--- config.mk ---
export PLATFORM = sky130hd
export DESIGN_NAME = sdram_col_burst
export DESIGN_NICKNAME = d
export VERILOG_FILES = /design/src/rtl/sdfe_pkg.sv /design/src/rtl/sdfe_decode.sv /design/src/rtl/sdfe_ctrl.sv /design/src/rtl/sdfe_dp.sv /design/src/rtl/sdram_col_burst.sv
export SDC_FILE = /design/constraint.sdc
export NUM_CORES = 1
export LEC_CHECK = 0
export BUFFER_PORTS_ARGS = -buffer_cell sky130_fd_sc_hd__buf_2
export CAP_MARGIN = 20
export CORE_ASPECT_RATIO = 1.25
export CORE_MARGIN = 2
export CORE_UTILIZATION = 55
export CTS_CLUSTER_SIZE = 30
export DETAILED_ROUTE_END_ITERATION = 16
export GPL_ROUTABILITY_DRIVEN = 0
export HOLD_SLACK_MARGIN = 0.1
export PLACE_DENSITY = 0.79
export SLEW_MARGIN = 10
export SYNTH_ARGS = -nofsm -noshare
export SYNTH_HDL_FRONTEND = slang
export SYNTH_HIERARCHICAL = 1
export SYNTH_SLANG_ARGS = --single-unit
--- constraint.sdc ---
create_clock -name clk -period 3.3 [get_ports clk]
set_input_delay 0.165 -clock clk [delete_from_list [all_inputs] [get_ports clk]]
set_output_delay 0.165 -clock clk [all_outputs]
set_load 0.01 [all_outputs]
--- src/rtl/sdfe_pkg.sv ---
package sdfe_pkg;

  typedef enum logic [2:0] {
    CMD_NOP,
    CMD_READ,
    CMD_WRITE,
    CMD_PRE,
    CMD_OTHER
  } cmdKind_t;

  // Strobes from the control to the datapath, one cycle each
  typedef struct packed {
    logic load;     // start a new burst from the sampled column
    logic advance;  // step to the next column of the burst
    logic halt;     // no beat in the coming cycle
    logic isWrite;  // direction of a loaded burst
  } beatStrobe_t;

  localparam logic [2:0] CFG_FULL = 3'b111;

endpackage

--- src/rtl/sdfe_decode.sv ---
module sdfe_decode
  import sdfe_pkg::*;
#(
  parameter int ADDR_W = 11,
  parameter int COL_W  = 9,
  parameter int AP_BIT = 10
) (
  input  logic              rowSelN,
  input  logic              colSelN,
  input  logic              wrSelN,
  input  logic [ADDR_W-1:0] addrIn,
  output cmdKind_t          cmdKind,
  output logic              apFlag,
  output logic [COL_W-1:0]  colStart
);

  logic [2:0] strobeVec;
  logic unusedAddr;

  assign strobeVec = {rowSelN, colSelN, wrSelN};
  assign apFlag    = addrIn[AP_BIT];
  assign colStart  = addrIn[COL_W-1:0];
  assign unusedAddr = ^addrIn;

  always_comb begin
    unique case (strobeVec)
      3'b111:  cmdKind = CMD_NOP;
      3'b101:  cmdKind = CMD_READ;
      3'b100:  cmdKind = CMD_WRITE;
      3'b010:  cmdKind = CMD_PRE;
      default: cmdKind = CMD_OTHER;
    endcase
  end

endmodule

--- src/rtl/sdfe_ctrl.sv ---
module sdfe_ctrl
  import sdfe_pkg::*;
#(
  parameter int COL_W = 9,
  parameter int TRP   = 2
) (
  input  logic             clk,
  input  logic             rstN,
  input  cmdKind_t         cmdKind,
  input  logic             apFlag,
  input  logic [2:0]       burstCfg,
  output beatStrobe_t      strb,
  output logic [COL_W-1:0] stepMask,
  output logic             busy,
  output logic             precReq
);

  localparam int LEN_W  = COL_W + 1;
  localparam int PAGE   = 1 << COL_W;
  localparam int HOLD_W = $clog2(TRP + 8 + 1);

  logic [LEN_W-1:0]  lenCur;
  logic              fullCfg;
  logic [COL_W-1:0]  remQ;
  logic              fullQ;
  logic              apQ;
  logic [HOLD_W-1:0] holdQ;
  logic [COL_W-1:0]  maskQ;
  logic              precReqQ;
  logic              accept;
  logic              running;
  logic              isAccess;
  logic              preHit;

  always_comb begin
    unique case (burstCfg)
      3'b001:   lenCur = LEN_W'(2);
      3'b010:   lenCur = LEN_W'(4);
      3'b011:   lenCur = LEN_W'(8);
      CFG_FULL: lenCur = LEN_W'(PAGE);
      default:  lenCur = LEN_W'(1);
    endcase
  end

  assign fullCfg  = (burstCfg == CFG_FULL);
  assign accept   = (holdQ == '0);
  assign running  = fullQ || (remQ != '0);
  assign isAccess = (cmdKind == CMD_READ) || (cmdKind == CMD_WRITE);
  assign preHit   = accept && (cmdKind == CMD_PRE);

  always_comb begin
    strb         = '0;
    strb.isWrite = (cmdKind == CMD_WRITE);
    if (accept && isAccess)  strb.load    = 1'b1;
    else if (preHit)         strb.halt    = 1'b1;
    else if (running)        strb.advance = 1'b1;
    else                     strb.halt    = 1'b1;
  end

  always_ff @(posedge clk) begin
    if (!rstN) begin
      remQ     <= '0;
      fullQ    <= 1'b0;
      apQ      <= 1'b0;
      holdQ    <= '0;
      maskQ    <= '0;
      precReqQ <= 1'b0;
    end else begin
      precReqQ <= 1'b0;
      if (holdQ != '0) holdQ <= holdQ - 1'b1;
      if (strb.load) begin
        remQ  <= COL_W'(lenCur - 1'b1);
        maskQ <= COL_W'(lenCur - 1'b1);
        fullQ <= fullCfg;
        apQ   <= apFlag && !fullCfg;
        if (apFlag && !fullCfg)
          holdQ <= HOLD_W'(TRP) + HOLD_W'(lenCur);
      end else if (preHit) begin
        remQ  <= '0;
        fullQ <= 1'b0;
      end else if (strb.advance) begin
        if (!fullQ) remQ <= remQ - 1'b1;
      end else if (apQ) begin
        precReqQ <= 1'b1;
        apQ      <= 1'b0;
      end
    end
  end

  assign stepMask = maskQ;
  assign busy     = (holdQ != '0);
  assign precReq  = precReqQ;

  // no burst may start inside the hold-off window
  p_busy_blocks_r7: assert property (@(posedge clk) disable iff (!rstN)
    (holdQ != '0) |-> !strb.load);

  // a full-page burst never carries a pending precharge
  p_full_no_ap_r5: assert property (@(posedge clk) disable iff (!rstN)
    fullQ |-> !apQ);

  // the precharge request lasts a single cycle
  p_prec_pulse_r6: assert property (@(posedge clk) disable iff (!rstN)
    precReqQ |=> !precReqQ);

  // a NOP keeps a running burst stepping
  p_nop_keeps_r11: assert property (@(posedge clk) disable iff (!rstN)
    (cmdKind == CMD_NOP && running) |-> strb.advance);

endmodule

--- src/rtl/sdfe_dp.sv ---
module sdfe_dp
  import sdfe_pkg::*;
#(
  parameter int COL_W  = 9,
  parameter int BANK_W = 2
) (
  input  logic              clk,
  input  logic              rstN,
  input  beatStrobe_t       strb,
  input  logic [COL_W-1:0]  stepMask,
  input  logic [COL_W-1:0]  colStart,
  input  logic [BANK_W-1:0] bankSel,
  output logic [COL_W-1:0]  colAddr,
  output logic [BANK_W-1:0] bankAddr,
  output logic              wrBeat,
  output logic              rdBeat
);

  logic [COL_W-1:0]  colQ;
  logic [BANK_W-1:0] bankQ;
  logic              wrQ;
  logic              rdQ;
  logic [COL_W-1:0]  colInc;
  logic [COL_W-1:0]  colNext;

  assign colInc  = colQ + 1'b1;
  assign colNext = (colQ & ~stepMask) | (colInc & stepMask);

  always_ff @(posedge clk) begin
    if (!rstN) begin
      colQ  <= '0;
      bankQ <= '0;
      wrQ   <= 1'b0;
      rdQ   <= 1'b0;
    end else if (strb.load) begin
      colQ  <= colStart;
      bankQ <= bankSel;
      wrQ   <= strb.isWrite;
      rdQ   <= !strb.isWrite;
    end else if (strb.advance) begin
      colQ <= colNext;
    end else if (strb.halt) begin
      wrQ <= 1'b0;
      rdQ <= 1'b0;
    end
  end

  assign colAddr  = colQ;
  assign bankAddr = bankQ;
  assign wrBeat   = wrQ;
  assign rdBeat   = rdQ;

  // a loaded read leaves no write beat behind
  p_read_stops_write_r9: assert property (@(posedge clk) disable iff (!rstN)
    (strb.load && !strb.isWrite) |=> (!wrBeat && rdBeat));

  // a halt leaves no beat in the next cycle
  p_halt_clears_r10: assert property (@(posedge clk) disable iff (!rstN)
    strb.halt |=> (!wrBeat && !rdBeat));

  // stepping never leaves the aligned block
  p_step_in_block_r3: assert property (@(posedge clk) disable iff (!rstN)
    strb.advance |=> ((colQ & ~$past(stepMask)) == ($past(colQ) & ~$past(stepMask))));

endmodule

--- src/rtl/sdram_col_burst.sv ---
module sdram_col_burst
  import sdfe_pkg::*;
#(
  parameter int BANK_W = 2,
  parameter int ADDR_W = 11,
  parameter int COL_W  = 9,
  parameter int AP_BIT = 10,
  parameter int TRP    = 2
) (
  input  logic              clk,
  input  logic              rstN,
  input  logic              rowSelN,
  input  logic              colSelN,
  input  logic              wrSelN,
  input  logic [BANK_W-1:0] bankSel,
  input  logic [ADDR_W-1:0] addrIn,
  input  logic [2:0]        burstCfg,
  output logic [COL_W-1:0]  colAddr,
  output logic [BANK_W-1:0] bankAddr,
  output logic              wrBeat,
  output logic              rdBeat,
  output logic              precReq,
  output logic              busy
);

  cmdKind_t         cmdKind;
  logic             apFlag;
  logic [COL_W-1:0] colStart;
  logic [COL_W-1:0] stepMask;
  beatStrobe_t      strb;

  sdfe_decode #(.ADDR_W(ADDR_W), .COL_W(COL_W), .AP_BIT(AP_BIT)) uDecode (
    .rowSelN (rowSelN),
    .colSelN (colSelN),
    .wrSelN  (wrSelN),
    .addrIn  (addrIn),
    .cmdKind (cmdKind),
    .apFlag  (apFlag),
    .colStart(colStart)
  );

  sdfe_ctrl #(.COL_W(COL_W), .TRP(TRP)) uCtrl (
    .clk     (clk),
    .rstN    (rstN),
    .cmdKind (cmdKind),
    .apFlag  (apFlag),
    .burstCfg(burstCfg),
    .strb    (strb),
    .stepMask(stepMask),
    .busy    (busy),
    .precReq (precReq)
  );

  sdfe_dp #(.COL_W(COL_W), .BANK_W(BANK_W)) uDp (
    .clk     (clk),
    .rstN    (rstN),
    .strb    (strb),
    .stepMask(stepMask),
    .colStart(colStart),
    .bankSel (bankSel),
    .colAddr (colAddr),
    .bankAddr(bankAddr),
    .wrBeat  (wrBeat),
    .rdBeat  (rdBeat)
  );

  // a precharge request always follows a beat
  p_prec_after_beat_r6: assert property (@(posedge clk) disable iff (!rstN)
    $rose(precReq) |-> $past(wrBeat || rdBeat));

  // reset clears every output
  p_reset_quiet_r12: assert property (@(posedge clk)
    !rstN |=> (!wrBeat && !rdBeat && !precReq && !busy) || !rstN);

endmodule

# Word-level counts from Yosys, hierarchy flattened
# Index checks and enable logic that the tools add are counted.
[classes]
mux = 27
reduce_logical = 18
n_eq_ne = 14
n_bitwise = 5
n_addsub = 5
[op_table]
columns = ["cell", "count"]
rows = [
  ["9-bit two-way mux", 6],
  ["9-bit AND", 2],
  ["9-bit by 1-bit subtractor with 9-bit output, second input constant", 2],
  ["4-bit case mux with 4 select lines", 1],
  ["3-bit by 2-bit equality test with 1-bit output, second input constant", 5],
  ["1-bit two-way mux", 15],
  ["3-bit equality test, second input constant", 4],
  ["4-bit two-way mux", 3],
  ["3-bit case mux with 4 select lines", 1],
  ["9-bit by 1-bit adder with 9-bit output, second input constant", 1],
  ["9-bit NOT", 1],
  ["9-bit bitwise OR", 1],
  ["9-bit nonzero test", 1],
  ["3-bit by 1-bit equality test with 1-bit output, second input constant", 2],
  ["2-bit AND reduction", 3],
  ["2-bit nonzero test", 3],
  ["2-bit by 4-bit adder with 4-bit output, first input constant", 1],
  ["4-bit zero test", 1],
  ["4-bit nonzero test", 1],
  ["4-bit OR reduction", 1],
  ["4-bit by 1-bit subtractor with 4-bit output, second input constant", 1],
  ["1-bit logical AND", 3],
  ["3-bit != test, second input constant", 1],
  ["3-bit nonzero test", 1],
  ["6 further kinds", 8],
]
[totals]
input_bits = 21
word_cells = 79
ff_bits = 38
output_inout_bits = 15

# Logic depth before layout (Yosys ltp)
[depth]
depth_word = 9
depth_mapped = 11
mapped_depth_nobuf = 9

# Cells and area by module
# Netlist, hierarchy kept.
[by_module_without_submodules]
columns = ["module", "cells_per_inst", "seq_area_each_um2", "n_inst", "area_each_um2"]
rows = [
  ["sdfe_ctrl", 149, 420.4, 1, 1204.9],
  ["sdfe_dp", 80, 260.2, 1, 673.1],
  ["sdfe_decode", 16, 0.0, 1, 112.6],
]

# Worst setup path before layout
# Ideal clock, no wire load.
[synth_timing]
path_kind = "reg2reg"
start = "register uCtrl.holdQ[0]"
end = "register (tool-made name)"
n_path_buf = 2
setup_slack_ns = 0.941
arrival_ns = 2.238
path_stages_with_launch = 12
required_time_ns = 3.179
synth_period_minus_slack_ns = 2.359
setup_ns = 0.121
path_cell_list = "dfxtp_1 -> inv_1 -> ha_1 -> or3b_1 -> buf_6 -> or3_1 -> buf_6 -> inv_2 -> and2b_2 -> nand4_1 -> a2bb2oi_1 -> a21oi_1"
[synth_lines]
columns = ["item", "line_no", "source"]
rows = [
  ["from (decl)", "sdfe_ctrl.sv:27", "logic [HOLD_W-1:0] holdQ;"],
  ["from (signal assigned)", "sdfe_ctrl.sv:70", "if (holdQ != '0) holdQ <= holdQ - 1'b1;"],
  ["from (signal assigned)", "sdfe_ctrl.sv:77", "holdQ <= HOLD_W'(TRP) + HOLD_W'(lenCur);"],
]

==> key figures <==
Clocking
  • Total setup buffers inserted after CTS: 0
  • Clock-pin slew on the worst setup and hold paths: about 0.070 ns
  • TritonCTS Buffers: 5
  • Post-CTS Resized: 0
  • Sink Count: 34
  • Hold_buf cts: 0
  • Clock insertion delay at the later pin of the skew report: 0.28 ns
  • Clock Path Buffers: 2
  • H-tree lvl count: 2
  • CTS tree: built
  • Root Driver: clkbuf_8

Floorplan
  • Core area: about 0.0035 sq mm
  • # rows: 24
  • Full die area: a little over 0.004 sq mm
  • Initial core utilization: 0.5715
  • Die span in y: slightly above 70 microns
  • Chip Width: roughly 58 microns
  • Ports: 36

Synthesis
  • Synthesized area: 0.001991 sq mm
  • Top cell type's share of synthesized area: 0.3419
  • Synth cell types: 56
  • Synth top area cells: dfxtp_1, buf_4, a21oi_1
  • Synth Register Bits: 34
  • Synth async-reset ratio: 0
  • Post-synth EDFFs: 0
  • Count leader, synth: dfxtp_1
  • Dominant cell type by area after synthesis: dfxtp_1
  • Sequential area share after synthesis: 0.3419
  • Syn_area_per_cell: approximately 8.1 sq um
  • Synth top cells by count: dfxtp_1, nand2_1, a21oi_1
  • Top_reg_cell synth: dfxtp_1
  • Post-Syn Instances: roughly 250
  • Yosys warning total: 6
  • Net Count, Synth: 270

GRT
  • Largest net degree at the start of global routing: 28
  • Initial antenna violation count: 0
  • Overall Global Routing Usage: 0.1958
  • Vias in the first global route: approximately 1,500
  • Gr ovfl total: 0
  • First-pass GRT wire length: 6320 microns

Power
  • Power density cells: 770.0 mW/mm^2
  • P_leak: between 0.0008 and 0.0009 uW
  • Max rail drop VDD: 0.6087 mV

Min path
  • HP Class: primary input to register
  • Hold_sp: addrIn[0]

Cells and area
  • Final core occ: 0.6171
  • Final instance area: 0.002150 sq mm
  • # nets final: 290
  • Layout cell share with drive strength beyond 1: 0.2105
  • Ant. Diodes: 0
  • Area delta synth->final: 7.982%

Worst setup path
  • Crit start category: register
  • Crit. End Element: register
  • WS Path Type: register to register
  • Worst r2r src: uCtrl/holdQ[0]
  • Crit path arrival time: 2.80 ns
  • Max FO, Critical Path: 9
  • Flop2flop setup slack: 0.67 ns
  • Origin of the worst setup path: uCtrl/holdQ[0]
  • Req. time, crit path: 3.47 ns

STA
  • Final slew viol count: 0
  • Fin crit share: 0.7957
  • Layout Skew: 0.003639 ns
  • Max_slew headroom: 0.5913
  • Least-Margin Pin Slew: 0.6108 ns
  • RSZ-0062 raised after global routing: no
  • Final setup viols: 0
  • Tmin final: 2.626 ns
  • Maximum clock rate: approximately 380 MHz
  • Final Hold Vio Count: 0
  • Fin Setup TNS: 0 ns

Placement
  • Placed Area: just over 0.002 sq mm
  • Hpwl dp: 2802 microns
  • IO buf count: 34

Detailed routing
  • DRC violations left: 0
  • DR vias/cell: 5.715
  • DRT iter0 DRCs: 91
  • Via count: 1,743
  • Post-route ant nets: 0
  • Final wirelength: 3937 microns
  • Wirelength per Cell: 12.91 microns
  • 1st-pass router iterations: 4

Outcome
  • Status: finished clean

Run
  • Max cap viols: 0
-- path summary, 6_finish.rpt --
path	depth (start not counted)	endpoint
setup / recovery	9	register
hold / removal	3	uDp/colAddr[0]
setup reg to reg	9	register
hold reg to reg	2	uCtrl/precReq
-- logic make-up (layout without fill, tap and decap cells) --
family	after synthesis	after routing	synth area share
and+or+nand+nor	96	96	0.2703
AOI/OAI and AO/OA	62	62	0.1942
buffers and inverters	35	56	0.1043
DFF	34	34	0.3419
xor gates and xnor gates	10	10	0.04400
adders and majority gates	4	4	0.02514
muxes	4	4	0.02011
-- where the power goes --
part | switching [uW] | internal (uW)
clock network | 150 | 168
logic | 429 | 313
registers | 86.8 | 508
-- layout by cell type, fill, tap and decap left out, drive strengths merged, types with 4 or more instances in the layout --
cell	n
a21oi	19
o21ai	17
nand4	5
inv	11
buf	35
a31oi	5
and3	5
and2	4
nor2	16
dfxtp	34
mux2i	4
nand2	23
a21boi	5
clkbuf	7
xnor2	4
nor3	6
ha	4
nand3	13
xor2	6
nor2b	7
-- layout make-up --
class	count	area, sq um
Timing Repair Buffer	35	177.7
Inverter	13	48.80
Sequential cell	34	680.7
Clock buffer	7	86.33
Clock inverter	1	5.005
Fill cell	313	1334
Tap cell	39	48.80
Multi-Input combinational cell	176	1102
-- worst max-delay path: stages, from the launching register on --
cell and delay, ns:
dfxtp_1 0.30, inv_1 0.09, ha_1 0.22, or3b_1 0.51, or3_1 0.57, inv_2 0.20
and2b_2 0.27, nand4_1 0.12, a2bb2oi_1 0.16, a21oi_1 0.08
-- layer usage --
metal,vias up,part of all wire,GRT usage
met1,792,0.45,0.2247
met4,0,0.019,0.08269
li1,888,-,-
met5,-,0,0
met2,55,0.48,0.3409
met3,8,0.056,0.04874
-- metrics by stage --
step           std cells  setup slack [ns]  total power (uW)  hold slack (ns)
2_1_floorplan        245            0.9415              1223           0.2812
6_report             305            0.6741              1655           0.1158
4_1_cts              305            0.6726              1656           0.1170
3_5_place_dp         297            0.6824              1332           0.4114
5_1_grt              305            0.4897              1776           0.1258
3_3_place_gp         297            0.7063              1319           0.3999
Power figures use the tool's default switching activity.
